**src/rtl/mesi_pkg.sv**
```systemverilog
package mesi_pkg;
  typedef enum logic [1:0] {
    ST_I = 2'b00,
    ST_S = 2'b01,
    ST_E = 2'b10,
    ST_M = 2'b11
  } line_st_e;

  typedef enum logic [1:0] {
    CMD_RD   = 2'b00,
    CMD_RDX  = 2'b01,
    CMD_UPGR = 2'b10,
    CMD_WB   = 2'b11
  } bus_cmd_e;
endpackage

```
**src/rtl/mesi_tag_array.sv**
```systemverilog
module mesi_tag_array
  import mesi_pkg::*;
#(
  parameter int NUM_SETS = 4,
  parameter int TAG_W    = 12,
  parameter int IDX_W    = $clog2(NUM_SETS)
) (
  input  logic             clk,
  input  logic             rst_n,
  input  logic [IDX_W-1:0] rd_a_idx,
  output logic [TAG_W-1:0] rd_a_tag,
  output line_st_e         rd_a_st,
  input  logic [IDX_W-1:0] rd_b_idx,
  output logic [TAG_W-1:0] rd_b_tag,
  output line_st_e         rd_b_st,
  input  logic             lw_en,
  input  logic [IDX_W-1:0] lw_idx,
  input  logic [TAG_W-1:0] lw_tag,
  input  line_st_e         lw_st,
  input  logic             sw_en,
  input  logic [IDX_W-1:0] sw_idx,
  input  line_st_e         sw_st
);
  logic [TAG_W-1:0] tag_vec [NUM_SETS];
  line_st_e         st_vec  [NUM_SETS];

  for (genvar s = 0; s < NUM_SETS; s++) begin : g_set
    logic [TAG_W-1:0] tag_q, tag_d;
    line_st_e         st_q, st_d;
    logic             tag_en, st_en, snp_hit;

    always_comb begin
      snp_hit = sw_en && (sw_idx == IDX_W'(s));
      tag_en  = lw_en && (lw_idx == IDX_W'(s));
      tag_d   = lw_tag;
      st_en   = tag_en || snp_hit;
      st_d    = snp_hit ? sw_st : lw_st;
    end

    always_ff @(posedge clk or negedge rst_n) begin
      if (!rst_n) begin
        tag_q <= '0;
        st_q  <= ST_I;
      end else begin
        if (tag_en) tag_q <= tag_d;
        if (st_en)  st_q  <= st_d;
      end
    end

    assign tag_vec[s] = tag_q;
    assign st_vec[s]  = st_q;
  end

  assign rd_a_tag = tag_vec[rd_a_idx];
  assign rd_a_st  = st_vec[rd_a_idx];
  assign rd_b_tag = tag_vec[rd_b_idx];
  assign rd_b_st  = st_vec[rd_b_idx];
endmodule

```
**src/rtl/mesi_snoop_unit.sv**
```systemverilog
module mesi_snoop_unit
  import mesi_pkg::*;
#(
  parameter int TAG_W = 12
) (
  input  logic             snp_valid,
  input  bus_cmd_e         snp_cmd,
  input  logic [TAG_W-1:0] snp_tag,
  input  logic [TAG_W-1:0] line_tag,
  input  line_st_e         line_st,
  output logic             snp_shared,
  output logic             snp_flush,
  output logic             upd_en,
  output line_st_e         upd_st
);
  logic match;

  always_comb begin
    match      = snp_valid && (snp_cmd != CMD_WB) &&
                 (line_st != ST_I) && (line_tag == snp_tag);
    snp_shared = 1'b0;
    snp_flush  = match && (line_st == ST_M);
    upd_en     = 1'b0;
    upd_st     = ST_I;
    if (match) begin
      if (snp_cmd == CMD_RD) begin
        snp_shared = 1'b1;
        upd_en     = (line_st == ST_M) || (line_st == ST_E);
        upd_st     = ST_S;
      end else begin
        upd_en     = 1'b1;
        upd_st     = ST_I;
      end
    end
  end
endmodule

```
**src/rtl/mesi_req_fsm.sv**
```systemverilog
module mesi_req_fsm
  import mesi_pkg::*;
#(
  parameter int OFF_W = 6,
  parameter int IDX_W = 2,
  parameter int TAG_W = 12,
  parameter int ADDR_W = TAG_W + IDX_W + OFF_W
) (
  input  logic              clk,
  input  logic              rst_n,
  input  logic              cpu_valid,
  input  logic              cpu_we,
  input  logic [TAG_W-1:0]  cpu_tag,
  input  logic [IDX_W-1:0]  cpu_idx,
  input  logic [TAG_W-1:0]  line_tag,
  input  line_st_e          line_st,
  input  logic              snp_busy,
  input  logic              bus_grant,
  input  logic              bus_shared_in,
  output logic              cpu_done,
  output logic              bus_req,
  output bus_cmd_e          bus_cmd,
  output logic [ADDR_W-1:0] bus_addr,
  output logic              lw_en,
  output logic [TAG_W-1:0]  lw_tag,
  output line_st_e          lw_st
);
  typedef enum logic [1:0] {F_IDLE, F_WBACK, F_REQ, F_DONE} fsm_e;

  fsm_e state_q, state_d;
  logic hit;

  always_comb begin
    hit      = (line_st != ST_I) && (line_tag == cpu_tag);
    state_d  = state_q;
    lw_en    = 1'b0;
    lw_tag   = cpu_tag;
    lw_st    = ST_I;
    bus_req  = 1'b0;
    bus_cmd  = CMD_RD;
    bus_addr = {cpu_tag, cpu_idx, {OFF_W{1'b0}}};
    cpu_done = 1'b0;
    case (state_q)
      F_IDLE: begin
        if (cpu_valid && !snp_busy) begin
          if (hit && !cpu_we) begin
            state_d = F_DONE;
          end else if (hit && cpu_we && (line_st == ST_M || line_st == ST_E)) begin
            lw_en   = 1'b1;
            lw_st   = ST_M;
            state_d = F_DONE;
          end else if (!hit && line_st == ST_M) begin
            state_d = F_WBACK;
          end else begin
            state_d = F_REQ;
          end
        end
      end
      F_WBACK: begin
        bus_cmd  = CMD_WB;
        bus_addr = {line_tag, cpu_idx, {OFF_W{1'b0}}};
        if (line_st == ST_M) begin
          bus_req = 1'b1;
          if (bus_grant) begin
            lw_en   = 1'b1;
            lw_tag  = line_tag;
            lw_st   = ST_I;
            state_d = F_REQ;
          end
        end else begin
          state_d = F_REQ;
        end
      end
      F_REQ: begin
        bus_req = 1'b1;
        if (cpu_we) bus_cmd = (hit && line_st == ST_S) ? CMD_UPGR : CMD_RDX;
        if (bus_grant) begin
          lw_en   = 1'b1;
          lw_st   = cpu_we ? ST_M : (bus_shared_in ? ST_S : ST_E);
          state_d = F_DONE;
        end
      end
      default: begin
        cpu_done = 1'b1;
        state_d  = F_IDLE;
      end
    endcase
  end

  always_ff @(posedge clk or negedge rst_n) begin
    if (!rst_n) state_q <= F_IDLE;
    else        state_q <= state_d;
  end
endmodule

```
**src/rtl/mesi_l1_ctrl.sv**
```systemverilog
module mesi_l1_ctrl
  import mesi_pkg::*;
#(
  parameter int ADDR_W      = 20,
  parameter int BLOCK_BYTES = 64,
  parameter int NUM_SETS    = 4
) (
  input  logic              clk,
  input  logic              rst_n,
  input  logic              cpu_valid,
  input  logic              cpu_we,
  input  logic [ADDR_W-1:0] cpu_addr,
  output logic              cpu_done,
  output logic              bus_req,
  output logic [1:0]        bus_cmd,
  output logic [ADDR_W-1:0] bus_addr,
  input  logic              bus_grant,
  input  logic              bus_shared_in,
  input  logic              snp_valid,
  input  logic [1:0]        snp_cmd,
  input  logic [ADDR_W-1:0] snp_addr,
  output logic              snp_shared,
  output logic              snp_flush
);
  localparam int OFF_W = $clog2(BLOCK_BYTES);
  localparam int IDX_W = $clog2(NUM_SETS);
  localparam int TAG_W = ADDR_W - OFF_W - IDX_W;

  logic [1:0] rst_pipe;
  logic       rst_sync_n;

  always_ff @(posedge clk or negedge rst_n) begin
    if (!rst_n) rst_pipe <= 2'b00;
    else        rst_pipe <= {rst_pipe[0], 1'b1};
  end
  assign rst_sync_n = rst_pipe[1];

  logic [TAG_W-1:0] cpu_tag, snp_tag, a_tag, b_tag, lw_tag;
  logic [IDX_W-1:0] cpu_idx, snp_idx;
  line_st_e         a_st, b_st, lw_st, upd_st;
  bus_cmd_e         cmd_w;
  logic             lw_en, upd_en;
  logic             unused_offset;

  assign cpu_tag = cpu_addr[ADDR_W-1 -: TAG_W];
  assign cpu_idx = cpu_addr[OFF_W +: IDX_W];
  assign snp_tag = snp_addr[ADDR_W-1 -: TAG_W];
  assign snp_idx = snp_addr[OFF_W +: IDX_W];
  assign unused_offset = ^{cpu_addr[OFF_W-1:0], snp_addr[OFF_W-1:0]};

  mesi_tag_array #(.NUM_SETS(NUM_SETS), .TAG_W(TAG_W), .IDX_W(IDX_W)) u_array (
    .clk(clk), .rst_n(rst_sync_n),
    .rd_a_idx(cpu_idx), .rd_a_tag(a_tag), .rd_a_st(a_st),
    .rd_b_idx(snp_idx), .rd_b_tag(b_tag), .rd_b_st(b_st),
    .lw_en(lw_en), .lw_idx(cpu_idx), .lw_tag(lw_tag), .lw_st(lw_st),
    .sw_en(upd_en), .sw_idx(snp_idx), .sw_st(upd_st)
  );

  mesi_snoop_unit #(.TAG_W(TAG_W)) u_snoop (
    .snp_valid(snp_valid), .snp_cmd(bus_cmd_e'(snp_cmd)), .snp_tag(snp_tag),
    .line_tag(b_tag), .line_st(b_st),
    .snp_shared(snp_shared), .snp_flush(snp_flush),
    .upd_en(upd_en), .upd_st(upd_st)
  );

  mesi_req_fsm #(.OFF_W(OFF_W), .IDX_W(IDX_W), .TAG_W(TAG_W), .ADDR_W(ADDR_W)) u_fsm (
    .clk(clk), .rst_n(rst_sync_n),
    .cpu_valid(cpu_valid), .cpu_we(cpu_we), .cpu_tag(cpu_tag), .cpu_idx(cpu_idx),
    .line_tag(a_tag), .line_st(a_st), .snp_busy(snp_valid),
    .bus_grant(bus_grant), .bus_shared_in(bus_shared_in),
    .cpu_done(cpu_done), .bus_req(bus_req), .bus_cmd(cmd_w), .bus_addr(bus_addr),
    .lw_en(lw_en), .lw_tag(lw_tag), .lw_st(lw_st)
  );

  assign bus_cmd = cmd_w;
endmodule

```
**config.mk**
```make
export PLATFORM = sky130hd
export DESIGN_NAME = mesi_l1_ctrl
export DESIGN_NICKNAME = d
export VERILOG_FILES = /design/src/rtl/mesi_pkg.sv /design/src/rtl/mesi_tag_array.sv /design/src/rtl/mesi_snoop_unit.sv /design/src/rtl/mesi_req_fsm.sv /design/src/rtl/mesi_l1_ctrl.sv
export SDC_FILE = /design/constraint.sdc
export NUM_CORES = 1
export LEC_CHECK = 0
export ABC_CLOCK_PERIOD_IN_PS = 6300
export CORE_MARGIN = 5
export CORE_UTILIZATION = 58
export DETAILED_ROUTE_END_ITERATION = 12
export PLACE_DENSITY = 0.87
export SLEW_MARGIN = 40
export SYNTH_ARGS = -nofsm -noshare
export SYNTH_HDL_FRONTEND = slang
export SYNTH_SLANG_ARGS = --single-unit
```
**constraint.sdc**
```tcl
create_clock -name clk -period 6.3 [get_ports clk]
set_clock_uncertainty 0.2 [all_clocks]
set_input_delay 1.26 -clock clk [delete_from_list [all_inputs] [get_ports clk]]
set_output_delay 1.26 -clock clk [all_outputs]
set_load 0.03 [all_outputs]
```
==> summary.md <==
| Metric | Value |
|---|---|
| Worst setup EP type | output pin |
| Area after DPL | 4900 sq um |
| # rows | 31 |
| Worst r2r dst | u_array.g_set[2].tag_q[0] |
| TNS Setup | 0 ps |
| Worst slew pin tran | 829 ps |
| Largest family of logic cells by synthesized area | multiplexers |
| Clock power share | 17.7% |
| Synth top area share | 35.2% |
| Most frequent cells in the layout | 59 x dfrtp_1, 54 x clkdlybuf4s50_1, 40 x mux2_4, 24 x mux2_2, 22 x mux4_2 |
| Post-synthesis cell type count | 49 |
| Leakage power | 2.19 nW |
| Mapped cell area | 4260 sq um |
| HPWL Detailed | 7100 um |
| CTS Hold Buffers Added | 0 |
| DRT iter0 DRCs | 153 |
| Die area | 9160 sq um |
| RD Place Congestion | 0.854 |
| TritonCTS clock tree | yes |
| Post-synthesis mux area share | 39.0% |
| Vias in the first global route | 3113 |
| Synth Instances | 313 |
| Final WS setup | 522 ps |
| Syn. warnings | 0 |
| Slew HR | 44.7% |
| Chip height | 95.7 um |
| NetSw | 795 uW |
| Vias after detailed routing | 2930 |
| Failing checks | negative hold slack |
| Total track usage | 25.1% |
| Clk_lat worst skew | 350 ps |
| N_diodes | 0 |
| Place WS | 493 ps |
| Crit path time final | 5780 ps |
| Clk Tree Root Cell | clkbuf_8 |
| Largest net degree at the start of global routing | 59 |
| Grt ovf | 0 |
| DRT antenna net count | 0 |
| DR DRC count | 0 |
| Core footprint | 7210 sq um |
| Outcome | complete, but fails checks |
| Top FF cell, synth | dfrtp_1 |
| Max IR drop VDD | 0.204 mV |
| CTS H-Tree Depth | 3 |
| Simple-gate portion of the synthesized area | 9.63% |
| HP Class | flip-flop to async pin |
| Via density | 6.09 |
| Worst Setup Start Kind | input port |
| Comb power frac | 49.5% |
| Sequential share of power | 32.8% |
| Seq/Total Area, Yosys | 35.2% |
| Max capacitance violation total | 0 |
| First-pass GRT wire length | 16900 um |
| Initial antenna violation count | 0 |
| Compound-Gate Fraction of Synth Area | 4.17% |
| Total CTS buffers | 9 |
| Fmax | 0.173 GHz |
| Number of synthesized flops with an enable pin | 0 |
| Clock sink count | 60 |
| Max Transition Viols Final | 0 |
| First-pass detailed-route iteration total | 4 |
| Reg2Reg Depth | 7 |
| Critical R2R Launch | u_fsm.state_q[1] |
| Sw frac | 36.1% |
| Seq cells post-synth | 60 |
| Main area contributors after synthesis | dfrtp_1 35%, mux2_4 14%, mux4_2 12% |
| Final instance area | 5140 sq um |
| Post-DR wirelength/cell | 21.6 um |
| Core Util, Final | 71.2% |
| Most common cell after layout, fill and taps aside | dfrtp_1 |
| Critical path data arrival time | 4320 ps |
| Setup CP Type | input port to output pin |
| FF-to-FF setup slack | 2930 ps |
| Maximum fanout along the worst path | 15 |
| PwrDens | 428 nW/um^2 |
| Initial Utilization | 59.1% |
| Area grow syn2layout | 20.5% |
| Share of cells above drive strength 1 | 35.9% |
| Adder-cell share of the synthesized area | 1.17% |
| Port buffer count | 56 |
| Tcrit/Tclk final | 91.7% |
| Req. time, crit path | 4840 ps |
| Final hold viol count | 2 |
| Worst hold slack | -0.494 ps |
| Syn avg cell area | 13.6 sq um |
| Int Power | 1.41 mW |
| Ys async rst share | 100% |
| Crit path capture | bus_cmd[0] |
| Number of setup buffers added after CTS | 0 |
| CP Launch Point | cpu_addr[6] |
| Nets | 430 |
| Post-CTS Resized | 0 |
| Total wire length | 10400 um |
| XOR/XNOR Fraction of Synth Area | 5.81% |
| Synth area leader | dfrtp_1 |
| # setup viols final | 0 |
| Reg clk slew, reported paths | 70 ps |
| IO Count | 75 |
| Die Width | 95.7 um |
| CTS max path bufs | 2 |
| RSZ-0062 raised after global routing | false |
-- registers in the layout, summed over array words and instances, names as in the netlist --
name,count
rst_pipe,2
u_array.g_set.st_q,8
u_fsm.state_q,2
u_array.g_set.tag_q,48
-- how the worst min path moves through the flow --
stage                      startpoint                          to  slack (ps)  cells after the start
final                     rst_pipe[1]   u_array.g_set[1].tag_q[0]        -0.5                      1
after global routing      rst_pipe[1]  u_array.g_set[3].tag_q[11]          30                      1
after CTS                 rst_pipe[0]                 rst_pipe[1]         160                      0
after detailed placement  rst_pipe[0]                 rst_pipe[1]         150                      0
after global placement    rst_pipe[0]                 rst_pipe[1]         140                      0
after floorplan           rst_pipe[0]                 rst_pipe[1]         130                      0
-- power by group through the flow --
stage / clock (mW) / combinational (mW) / sequential, mW
after floorplan: 0 / 0.841 / 0.668
after global placement: 0 / 1.05 / 0.697
after detailed placement: 0 / 1.08 / 0.717
after CTS: 0.394 / 1.09 / 0.715
after global routing: 0.417 / 1.16 / 0.744
final: 0.390 / 1.09 / 0.721
-- logic make-up (layout without fill, tap and decap cells) --
kind of cell,after synthesis,count (layout)
AOI/OAI and AO/OA,25,25
DFF,60,60
adders and majority gates,4,4
muxes,105,105
and+or+nand+nor,61,61
other,2,7
xor gates and xnor gates,24,24
buffers and inverters,32,96
-- critical path: stages --
cell	delay, ps
clkdlybuf4s50_1	450
buf_4	290
mux4_1	670
xnor2_1	340
nand4_4	140
nor3_1	230
buf_4	160
and2_1	110
o21ai_1	70
clkdlybuf4s50_1	600
-- synth_stat cells, types with 2 or more instances --
cell type,instances
nand3_1,4
a21oi_1,4
ha_1,4
a21oi_2,3
nor2_1,4
buf_2,4
nor4_1,5
nor4_2,5
mux2_2,24
buf_4,8
nor3_1,3
a221oi_1,4
nor2b_1,6
o21ai_1,2
o21ai_0,2
mux2_4,40
xnor2_2,5
mux2_1,8
mux4_1,6
a211oi_1,2
dfrtp_1,60
nor3b_1,3
and2_1,2
xnor2_1,19
nand4_4,2
mux2i_1,5
clkbuf_1,5
conb_1,2
nand2_1,14
inv_1,8
and4_1,2
or2_2,2
mux4_2,22
buf_6,5
nand4_1,5
-- metrics by stage --
step	total power, mW	instances
after global routing	2.32	481
final	2.20	481
after floorplan	1.51	318
after detailed placement	1.79	464
after global placement	1.75	464
after CTS	2.20	480
-- layout make-up --
| type | count | area [sq um] |
|---|---|---|
| Multi-Input combinational cell | 226 | 2580 |
| Fill cell | 516 | 2080 |
| Sequential cell | 60 | 1500 |
| Timing Repair Buffer | 72 | 688 |
| Clock buffer | 12 | 145 |
| Tap cell | 99 | 124 |
| Clock inverter | 4 | 72.6 |
| Inverter | 8 | 30.0 |
-- metal layers --
layer	wire length [um]	up-vias	global-route usage (%)
met2	5230	123	40.8
met3	629	24	5.55
met4	269	0	10.2
li1	-	1304	-
met5	0	-	0
met1	4250	1479	32.6
(Power assumes the default switching activity.)
